$ cat config.mk
export PLATFORM = sky130hd
export DESIGN_NAME = rxr_ring_writer
export DESIGN_NICKNAME = d
export VERILOG_FILES = /design/src/rtl/rxr_pkg.sv /design/src/rtl/rxr_status_comp.sv /design/src/rtl/rxr_ring_ptr.sv /design/src/rtl/rxr_ring_writer.sv
export SDC_FILE = /design/constraint.sdc
export NUM_CORES = 1
export LEC_CHECK = 0
export BUFFER_PORTS_ARGS = -buffer_cell sky130_fd_sc_hd__buf_2
export CAP_MARGIN = 15
export CORE_MARGIN = 10
export CORE_UTILIZATION = 35
export DETAILED_ROUTE_END_ITERATION = 6
export PLACE_DENSITY = 0.64
export RECOVER_POWER = 50
export SYNTH_ARGS = -nofsm -noshare
export SYNTH_HDL_FRONTEND = slang
export SYNTH_SLANG_ARGS = --single-unit
$ cat constraint.sdc
create_clock -name clk -period 2.6 [get_ports clk]
set_input_delay 0.52 -clock clk [delete_from_list [all_inputs] [get_ports clk]]
set_output_delay 0.52 -clock clk [all_outputs]
set_load 0.03 [all_outputs]
$ cat src/rtl/rxr_pkg.sv
package rxr_pkg;
  localparam int DESC_BYTES = 8;
  localparam int ACT_BIT    = 24;

  // status bit positions
  localparam int ST_EMPTY = 15;
  localparam int ST_WRAP  = 13;
  localparam int ST_LAST  = 11;
  localparam int ST_MISS  = 8;
  localparam int ST_BC    = 7;
  localparam int ST_MC    = 6;
  localparam int ST_LG    = 5;
  localparam int ST_NO    = 4;
  localparam int ST_SH    = 3;
  localparam int ST_CR    = 2;
  localparam int ST_OV    = 1;
  localparam int ST_TR    = 0;

  typedef struct packed {
    logic miss;
    logic bc;
    logic mc;
    logic nonoct;
    logic crc;
    logic ovr;
  } rx_flags_t;

  typedef enum logic [2:0] {
    S_STALL, S_FETCH0, S_FETCH1, S_RECV, S_WDATA, S_WBACK
  } eng_state_t;
endpackage

$ cat src/rtl/rxr_status_comp.sv
module rxr_status_comp
  import rxr_pkg::*;
(
  input  logic      wrap,
  input  rx_flags_t flags,
  input  logic      oversize,
  input  logic      runt,
  output logic [15:0] status
);
  always_comb begin
    status           = '0;
    status[ST_WRAP]  = wrap;
    status[ST_LAST]  = 1'b1;
    status[ST_MISS]  = flags.miss;
    status[ST_BC]    = flags.bc;
    status[ST_MC]    = flags.mc;
    status[ST_LG]    = oversize;
    status[ST_NO]    = flags.nonoct;
    status[ST_SH]    = runt;
    status[ST_CR]    = flags.crc;
    status[ST_OV]    = flags.ovr;
    status[ST_TR]    = oversize;
  end
endmodule

$ cat src/rtl/rxr_ring_ptr.sv
module rxr_ring_ptr
  import rxr_pkg::*;
#(
  parameter int ADDR_W = 32
) (
  input  logic              clk,
  input  logic              rst,
  input  logic [ADDR_W-1:0] ring_base,
  input  logic              advance,
  input  logic              wrap,
  output logic [ADDR_W-1:0] desc_addr
);
  always_ff @(posedge clk) begin
    if (rst)
      desc_addr <= ring_base;
    else if (advance)
      desc_addr <= wrap ? ring_base : desc_addr + ADDR_W'(DESC_BYTES);
  end

  AST_DESC_ALIGNED: assert property (@(posedge clk) disable iff (rst)
    desc_addr[2:0] == 3'b000);
endmodule

$ cat src/rtl/rxr_ring_writer.sv
module rxr_ring_writer
  import rxr_pkg::*;
#(
  parameter int ADDR_W    = 32,
  parameter int MAX_FRAME = 1522,
  parameter int MIN_FRAME = 64
) (
  input  logic              clk,
  input  logic              rst,
  input  logic [ADDR_W-1:0] ring_base,
  input  logic              act_wr,
  input  logic [31:0]       act_data,
  input  logic              rx_valid,
  input  logic [7:0]        rx_data,
  input  logic              rx_last,
  input  logic [5:0]        rx_flags,
  output logic              rx_ready,
  output logic              rx_stalled,
  output logic              mem_req,
  output logic              mem_we,
  output logic [ADDR_W-1:0] mem_addr,
  output logic [31:0]       mem_wdata,
  output logic [3:0]        mem_wstrb,
  input  logic              mem_ack,
  input  logic [31:0]       mem_rdata
);
  localparam int CNT_W = $clog2(MAX_FRAME + 1);
  localparam logic [CNT_W-1:0] MAX_C = CNT_W'(MAX_FRAME);
  localparam logic [CNT_W-1:0] MIN_C = CNT_W'(MIN_FRAME);

  eng_state_t        state;
  logic [ADDR_W-1:0] desc_addr;
  logic [ADDR_W-1:0] buf_ptr;
  logic [ADDR_W-1:0] waddr;
  logic [CNT_W-1:0]  cnt;
  logic              over;
  logic              wrap_q;
  logic              last_pend;
  rx_flags_t         flags_q;
  logic [31:0]       word;
  logic [3:0]        strb;
  logic [15:0]       status_w;
  logic [1:0]        lane;
  logic              accept, store, advance, go;
  logic              unused_bits;

  assign unused_bits = ^{act_data[31:25], act_data[23:0]};
  assign lane    = cnt[1:0];
  assign accept  = rx_valid && rx_ready;
  assign store   = accept && (cnt < MAX_C);
  assign advance = (state == S_WBACK) && mem_ack;
  assign go      = act_wr && act_data[ACT_BIT];

  rxr_ring_ptr #(.ADDR_W(ADDR_W)) u_ptr (
    .clk(clk), .rst(rst), .ring_base(ring_base),
    .advance(advance), .wrap(wrap_q), .desc_addr(desc_addr)
  );

  rxr_status_comp u_stat (
    .wrap(wrap_q), .flags(flags_q), .oversize(over),
    .runt(cnt < MIN_C), .status(status_w)
  );

  always_ff @(posedge clk) begin
    if (rst) begin
      state     <= S_STALL;
      buf_ptr   <= '0;
      waddr     <= '0;
      cnt       <= '0;
      over      <= 1'b0;
      wrap_q    <= 1'b0;
      last_pend <= 1'b0;
      flags_q   <= '0;
      word      <= '0;
      strb      <= '0;
    end else begin
      case (state)
        S_STALL: if (go) state <= S_FETCH0;
        S_FETCH0: if (mem_ack) begin
          wrap_q <= mem_rdata[ST_WRAP];
          state  <= mem_rdata[ST_EMPTY] ? S_FETCH1 : S_STALL;
        end
        S_FETCH1: if (mem_ack) begin
          buf_ptr   <= mem_rdata[ADDR_W-1:0];
          cnt       <= '0;
          over      <= 1'b0;
          strb      <= '0;
          last_pend <= 1'b0;
          state     <= S_RECV;
        end
        S_RECV: if (accept) begin
          if (store) begin
            word[{lane, 3'b000} +: 8] <= rx_data;
            strb[lane] <= 1'b1;
            waddr <= buf_ptr + ADDR_W'({cnt[CNT_W-1:2], 2'b00});
            cnt   <= cnt + 1'b1;
          end else begin
            over <= 1'b1;
          end
          if (rx_last) begin
            flags_q   <= rx_flags_t'(rx_flags);
            last_pend <= 1'b1;
          end
          if (store && (lane == 2'd3 || rx_last))
            state <= S_WDATA;
          else if (!store && rx_last)
            state <= (strb != 4'b0000) ? S_WDATA : S_WBACK;
        end
        S_WDATA: if (mem_ack) begin
          strb  <= '0;
          state <= last_pend ? S_WBACK : S_RECV;
        end
        S_WBACK: if (mem_ack) state <= S_FETCH0;
        default: state <= S_STALL;
      endcase
    end
  end

  assign rx_ready   = (state == S_RECV);
  assign rx_stalled = (state == S_STALL);

  always_comb begin
    mem_req   = 1'b0;
    mem_we    = 1'b0;
    mem_addr  = desc_addr;
    mem_wdata = '0;
    mem_wstrb = '0;
    case (state)
      S_FETCH0: mem_req = 1'b1;
      S_FETCH1: begin
        mem_req  = 1'b1;
        mem_addr = desc_addr + ADDR_W'(4);
      end
      S_WDATA: begin
        mem_req   = 1'b1;
        mem_we    = 1'b1;
        mem_addr  = waddr;
        mem_wdata = word;
        mem_wstrb = strb;
      end
      S_WBACK: begin
        mem_req   = 1'b1;
        mem_we    = 1'b1;
        mem_wdata = {16'(cnt), status_w};
        mem_wstrb = 4'hF;
      end
      default: ;
    endcase
  end

  AST_REQ_HOLD: assert property (@(posedge clk) disable iff (rst)
    mem_req && !mem_ack |=> mem_req && $stable(mem_addr) && $stable(mem_we) && $stable(mem_wdata));

  AST_STALL_KEEP: assert property (@(posedge clk) disable iff (rst)
    rx_stalled && !(act_wr && act_data[ACT_BIT]) |=> rx_stalled);

  AST_WB_LEN_CAP: assert property (@(posedge clk) disable iff (rst)
    state == S_WBACK |-> mem_wdata[31:16] <= 16'(MAX_FRAME));

  AST_WB_HANDOVER: assert property (@(posedge clk) disable iff (rst)
    state == S_WBACK |-> !mem_wdata[ST_EMPTY] && mem_wdata[ST_LAST] && !rx_ready);
endmodule

==> results.cfg, run 1 <==
[outcome]
status = complete, but fails checks
failed_checks = setup timing

[clock_tree]
cts_buffers = 17
cts-root-buf = clkbuf_16
cts.sink_count = 155
cts_tree = done
clock_path_buffers = 2
insertion_delay_ns = 0.44
clk_pin_slew_ns = 0.07
cts_max_level = 4

[critical_path]
cp_slowest_cell = or4_4
cp_cell_sequence = ha_4, nand3_4, nor4_4, nand3_2, or4_4, nand3_2, buf_6
critical_path_class = register to output pin
cp.arrival_ns = 2.37
crit-reg2reg-launch = state[0]
cp.required_ns = 2.08
cp_slowest_stage_delay_ns = 0.50
cp-end-kind = output pin
reg2reg_to = waddr[10]
r2r_cells = 7
worst-path-buf-inv = 1
worstPathMaxFanout = 3
path_delay_family = simple AND/OR/NAND/NOR gates
cp_common_cell = nand3_2
r2r_setup_slack_ns = -0.14
start_kind = register

[routing]
ant_nets = 0
finalWirelength_um = 32810
vias = 9942
via_per_inst = 5.730
routed-wl-met2_um = 14350
wl_per_cell_um = 18.91
wl_met1_um = 14400
first_pass_iters = 6
drc = 0
drtIter0Drc = 1193
maxUsedRoutingLayer = met5
route.met3.wl_um = 2979

[placement]
globalplace.congestion = 0.9397
dp_slack_ns = 0.1174
hpwl_um = 22760
placed_cells = 1653
port_buffers = 156

[sta]
tightestPinTransition_ns = 1.269
setup_viol = 64
finalHoldViolations = 0
setup_slack_ns = -0.2879
timing.final.crit_period_ns = 2.888
skew_ns = 0.01623
rsz0062_at_grt = true
max-slew-margin-rel_pct = 15.43
slew_viol_final = 0
max_freq_mhz = 346.3
setup_tns_ns = -5.980
post-route-period-util_pct = 111.1

[global_routing]
grt_pass1_vias = 9449
gr-total-overflow = 0
antenna_found_initial = 7
grt_pass1_wl_um = 51320
grt_max_degree = 89
grt.total_usage_pct = 18.75

[finish]
layout-drive-gt1-share_pct = 28.42
syn_to_final_growth_pct = 34.13
nets = 1520
final_cells = 1735

[logic_synthesis]
synth_top_family_by_area = simple AND/OR/NAND/NOR gates
synth_area_per_cell_um2 = 7.852
syn_area_um2 = 9195
post_synth_xor_area_fraction_pct = 3.620
yosysSeqAreaShare_pct = 37.23
synth-seq-cells = 155
synthArstFlopShare_pct = 0
synthAdderAreaFrac_pct = 2.803
synth_edf_count = 32
syn_nets = 1307
ys_types = 76
yosysWarningCount = 0
synthCells = 1171
synthMuxAreaShare_pct = 0.1089
synth_simple_gate_area_share_pct = 28.67
synth_compound_gate_area_share_pct = 22.37
synth_ff_type = dfxtp_1

[worst_hold_path]
min_from = mem_rdata[29]
worstHoldEndpoint = buf_ptr[29]
hold_depth = 3
worst_hold_path_type = input port to register

[floorplanning]
ios = 188
rows = 59
die_area_um2 = 33150
die_h_um = 182.1
start_util_pct = 35.39
die_w_um = 182.1
core_area_um2 = 25980

[pwr]
vdd_drop_max_uv = 419.7
power-per-cell-area_nw_per_um2 = 637.3
leakage_nw = 4.786

[run]
drv_cap = 0
## tightest hold or removal path, stage by stage
cell and delay [ns]:
buf_2 0.09, nand2_1 0.04, a21oi_1 0.05
## synth_stat cells (5+ instances only)
master / count / area share, %
nand2_1: 234 / 9.6
nor3_1: 31 / 1.7
ha_1: 19 / 2.6
and3_1: 16 / 1.1
inv_1: 14 / 0.57
a21o_1: 15 / 1.2
a221o_1: 8 / 0.87
or3_1: 6 / 0.41
buf_6: 5 / 0.61
xnor2_1: 18 / 1.7
buf_1: 10 / 0.41
a21oi_1: 105 / 5.7
a31oi_1: 18 / 1.2
nor4_1: 9 / 0.61
o2111ai_1: 12 / 1.1
nand4_1: 25 / 1.7
nor4b_1: 5 / 0.48
o211ai_1: 23 / 1.9
nor2b_1: 10 / 0.68
dfxtp_1: 123 / 27
and2_1: 25 / 1.7
o21ai_0: 48 / 2.6
nor2_1: 50 / 2.0
xor2_1: 20 / 1.9
clkbuf_1: 52 / 2.1
edfxtp_1: 32 / 10
nand3_1: 96 / 5.2
a22o_1: 20 / 1.9
o311ai_1: 9 / 0.86
buf_2: 15 / 0.82
nor3b_1: 5 / 0.41
and4_1: 5 / 0.48
o21ai_1: 13 / 0.71
## stage by stage
| step | hold WS (ns) | area (µm²) | power (mW) | utilization [%] |
|---|---|---|---|---|
| finish | 0.3040 | 12330 | 7.859 | 47.46 |
| global route | 0.2976 | 12330 | 8.200 | 47.44 |
| CTS | 0.2892 | 12100 | 7.708 | 46.56 |
| detailed placement | 0.4445 | 10740 | 4.806 | 41.34 |
| global placement | 0.4341 | 10740 | 4.781 | 41.34 |
| floorplan | 0.4273 | 9275 | 4.131 | - |
## area by class of cell
type                    instances  area, µm²
clock buffers                  17      425.4
inverters                      14      52.55
fillers                      2511      13650
well taps                     335      419.2
flip-flops and latches        155       3425
clock inverters                15      188.9
multi-input cells             915       5819
diodes                          3      7.507
repair buffers                281       1996
## state kept, by name, indices dropped and copies added, names as in the netlist, 3 cells and up
register,count
buf_ptr,32
u_ptr.desc_addr,32
waddr,32
word,32
cnt,11
flags_q,6
strb,4
state,3
## what timing repair did
| action | 4_1_cts | 5_1_grt |
|---|---|---|
| cloned | 0 | 3 |
| pin swaps | 38 | 41 |
| gates resized for setup | 118 | 67 |
| hold buffers | 0 | 0 |
| buffers inserted | 41 | 6 |
| endpoints found under the setup margin | 30 | 36 |
## cell families after synthesis
kind of cell | count (synthesis)
compound gates | 313
mux | 1
simple gates | 542
flops | 155
xor+xnor | 38
buf+inv | 102
fa+ha+maj | 20
## how the worst max path moves through the flow
stage / startpoint / to / slack (ns) / depth (start not counted)
finish: u_ptr.desc_addr[4] / mem_addr[25] / -0.29 / 7
global route: u_ptr.desc_addr[4] / mem_addr[25] / -0.35 / 7
CTS: u_ptr.desc_addr[3] / mem_addr[31] / -0.29 / 8
detailed placement: u_ptr.desc_addr[13] / mem_addr[31] / 0.12 / 7
global placement: u_ptr.desc_addr[11] / mem_addr[25] / 0.12 / 6
floorplan: u_ptr.desc_addr[4] / mem_addr[29] / 0.004 / 5
## power by group
| part | total (mW) | switching [mW] | internal, mW |
|---|---|---|---|
| Sequential | 2.81 | 0.183 | 2.63 |
| Clock | 2.57 | 1.25 | 1.32 |
| Combinational | 2.48 | 1.53 | 0.954 |
| Total | 7.86 | 2.96 | 4.90 |
## placed cells by master (no fill, tap or decap), types with 8 or more instances in the layout
master     instances
buf_4            102
nor2_1            41
a221o_1            8
buf_6             37
nor4_1             8
ha_1              17
and3_1            15
nor3_1            26
xnor2_1           18
and2_1            22
o21ai_1           18
clkbuf_16         17
o211ai_1          23
o2111ai_1         12
o21ai_0           31
dfxtp_1          122
nand2_1          226
a21o_1            15
o21ai_2           11
nand3_1           89
nor2b_1           10
a22o_1            20
inv_1             13
buf_2            123
xor2_1            20
a31oi_1           18
a21oi_1          100
nand4_1           25
edfxtp_1          32
## routing by layer
layer	track usage [%]	up-vias
li1	-	4702
met1	25.14	4611
met2	28.42	518
met3	5.064	103
met4	6.346	8
met5	0	-
(Power assumes the default switching activity.)
==> run 2, diff against run 1 <==
Settings changed: SKIP_LAST_GASP from default to 1.
==> results.cfg, run 2 (synthesis gave the netlist of run 1 again) <==
[outcome]
status = complete, but fails checks
failed_checks = setup timing

[clock_tree]
clock_path_buffers = 2
clk_pin_slew_ns = 0.07
cts_buffers = 17
cts_hold_buffers = 0
cts-root-buf = clkbuf_16
cts_tree = done
cts_max_level = 4
cts.sink_count = 155
insertion_delay_ns = 0.45

[critical_path]
start_kind = register
worst-path-buf-inv = 2
cp_cell_sequence = nand3_2, nor4_4, nand4_1, buf_6, o211ai_1, o311ai_4, buf_6
path_delay_family = simple AND/OR/NAND/NOR gates
cp.required_ns = 2.08
cp.arrival_ns = 2.34
cp_common_cell = buf_6
critical_path_class = register to output pin
cp_slowest_cell = edfxtp_1
cp_slowest_stage_delay_ns = 0.47
worstPathMaxFanout = 5
setup.worst_path.start = u_ptr.desc_addr[11]
crit-reg2reg-launch = state[0]
cp-end-kind = output pin

[sta]
skew_ns = 0.01451
max_freq_mhz = 350.0
setup_slack_ns = -0.2574
timing.final.crit_period_ns = 2.857
rsz0062_at_grt = true
finalHoldViolations = 0
tightestPinTransition_ns = 1.364
slew_viol_final = 0
holdWs_ns = 0.3001
setup_viol = 25
setup_tns_ns = -2.961
max-slew-margin-rel_pct = 9.072
post-route-period-util_pct = 109.9

[floorplanning]
start_util_pct = 35.39
ios = 188
die_area_um2 = 33150
core_area_um2 = 25980
die_h_um = 182.1
rows = 59
die_w_um = 182.1

[placement]
placed_cells = 1653
port_buffers = 156
globalplace.congestion = 0.9397
hpwl_um = 22760
dp_slack_ns = 0.1174

[finish]
seqCellArea_um2 = 3425
nets = 1531
layout-drive-gt1-share_pct = 28.48
multi_input_area_um2 = 5781
final_common_cell = nand2_1
final_cells = 1746
fill_cells = 2501
syn_to_final_growth_pct = 34.24
final_cell_mix = 227 x nand2_1, 126 x buf_2, 122 x dfxtp_1

[global_routing]
antenna_found_initial = 7
grt_pass1_wl_um = 51370
gr-total-overflow = 0
grt_pass1_vias = 9457
grt.total_usage_pct = 18.79
grt_max_degree = 89

[routing]
drc = 0
vias = 9944
finalWirelength_um = 33110
ant_nets = 0
first_pass_iters = 7
wl_per_cell_um = 18.97
via_per_inst = 5.695
drtIter0Drc = 1149

[pwr]
power-per-cell-area_nw_per_um2 = 637.2
vdd_drop_max_uv = 444.2
p_total_mw = 7.865
leakage_nw = 4.822

[worst_hold_path]
min_from = mem_rdata[29]
worst_hold_path_type = input port to register

[run]
drv_cap = 0
-- run 2: changes by cell type in the layout (fill, tap and decap cells not counted), sizes merged --
cell    previous run  this run
clkbuf            29        28
nand2            236       235
buf              269       282
-- run 2: repair_timing --
item	CTS	global route
endpoints found under the setup margin	30	36
gates cloned	0	2
pin swaps	36	33
gates resized for setup	104	58
buffers inserted	41	17
-- run 2: area by class of cell --
class | instances | share of cell area, %
sequential | 155 | 27.74
tap | 335 | 3.396
timing repair buffer | 293 | 16.56
clock inverter | 15 | 1.531
multi-input combinational | 914 | 46.83
clock buffer | 17 | 3.447
antenna | 3 | 0.06082
inverter | 14 | 0.4257
-- run 2: stage by stage --
step	instance area [µm²]	util, %
finish	12340	47.50
global route	12340	47.48
CTS	12040	46.35
detailed placement	10740	41.34
global placement	10740	41.34
floorplan	9275	-
-- run 2: worst register-to-register path: cells and delay by family (launching register included) --
family / cells / cell delay [ns]
AND/OR/NAND/NOR: 4 / 0.83
AO/OA/AOI/OAI: 1 / 0.62
buffers and inverters: 2 / 0.60
flip-flops: 1 / 0.47
-- run 2: worst paths after layout --
check,endpoint,slack [ns],cells past startpoint
hold reg to reg,word[26],0.45,2
hold / removal,buf_ptr[29],0.30,3
setup reg to reg,waddr[10],0.01,7
setup / recovery,mem_addr[31],-0.26,7
-- run 2: power breakdown --
part | internal, mW | switching, mW
registers | 2.63 | 0.181
clock network | 1.32 | 1.26
logic | 0.956 | 1.52
total | 4.90 | 2.97
-- run 2: per-layer routing --
layer | track usage, % | share of wire, %
met3 | 5.045 | 8.9
met2 | 28.86 | 44
met5 | 0 | 0.17
met1 | 24.99 | 44
met4 | 6.183 | 3.3
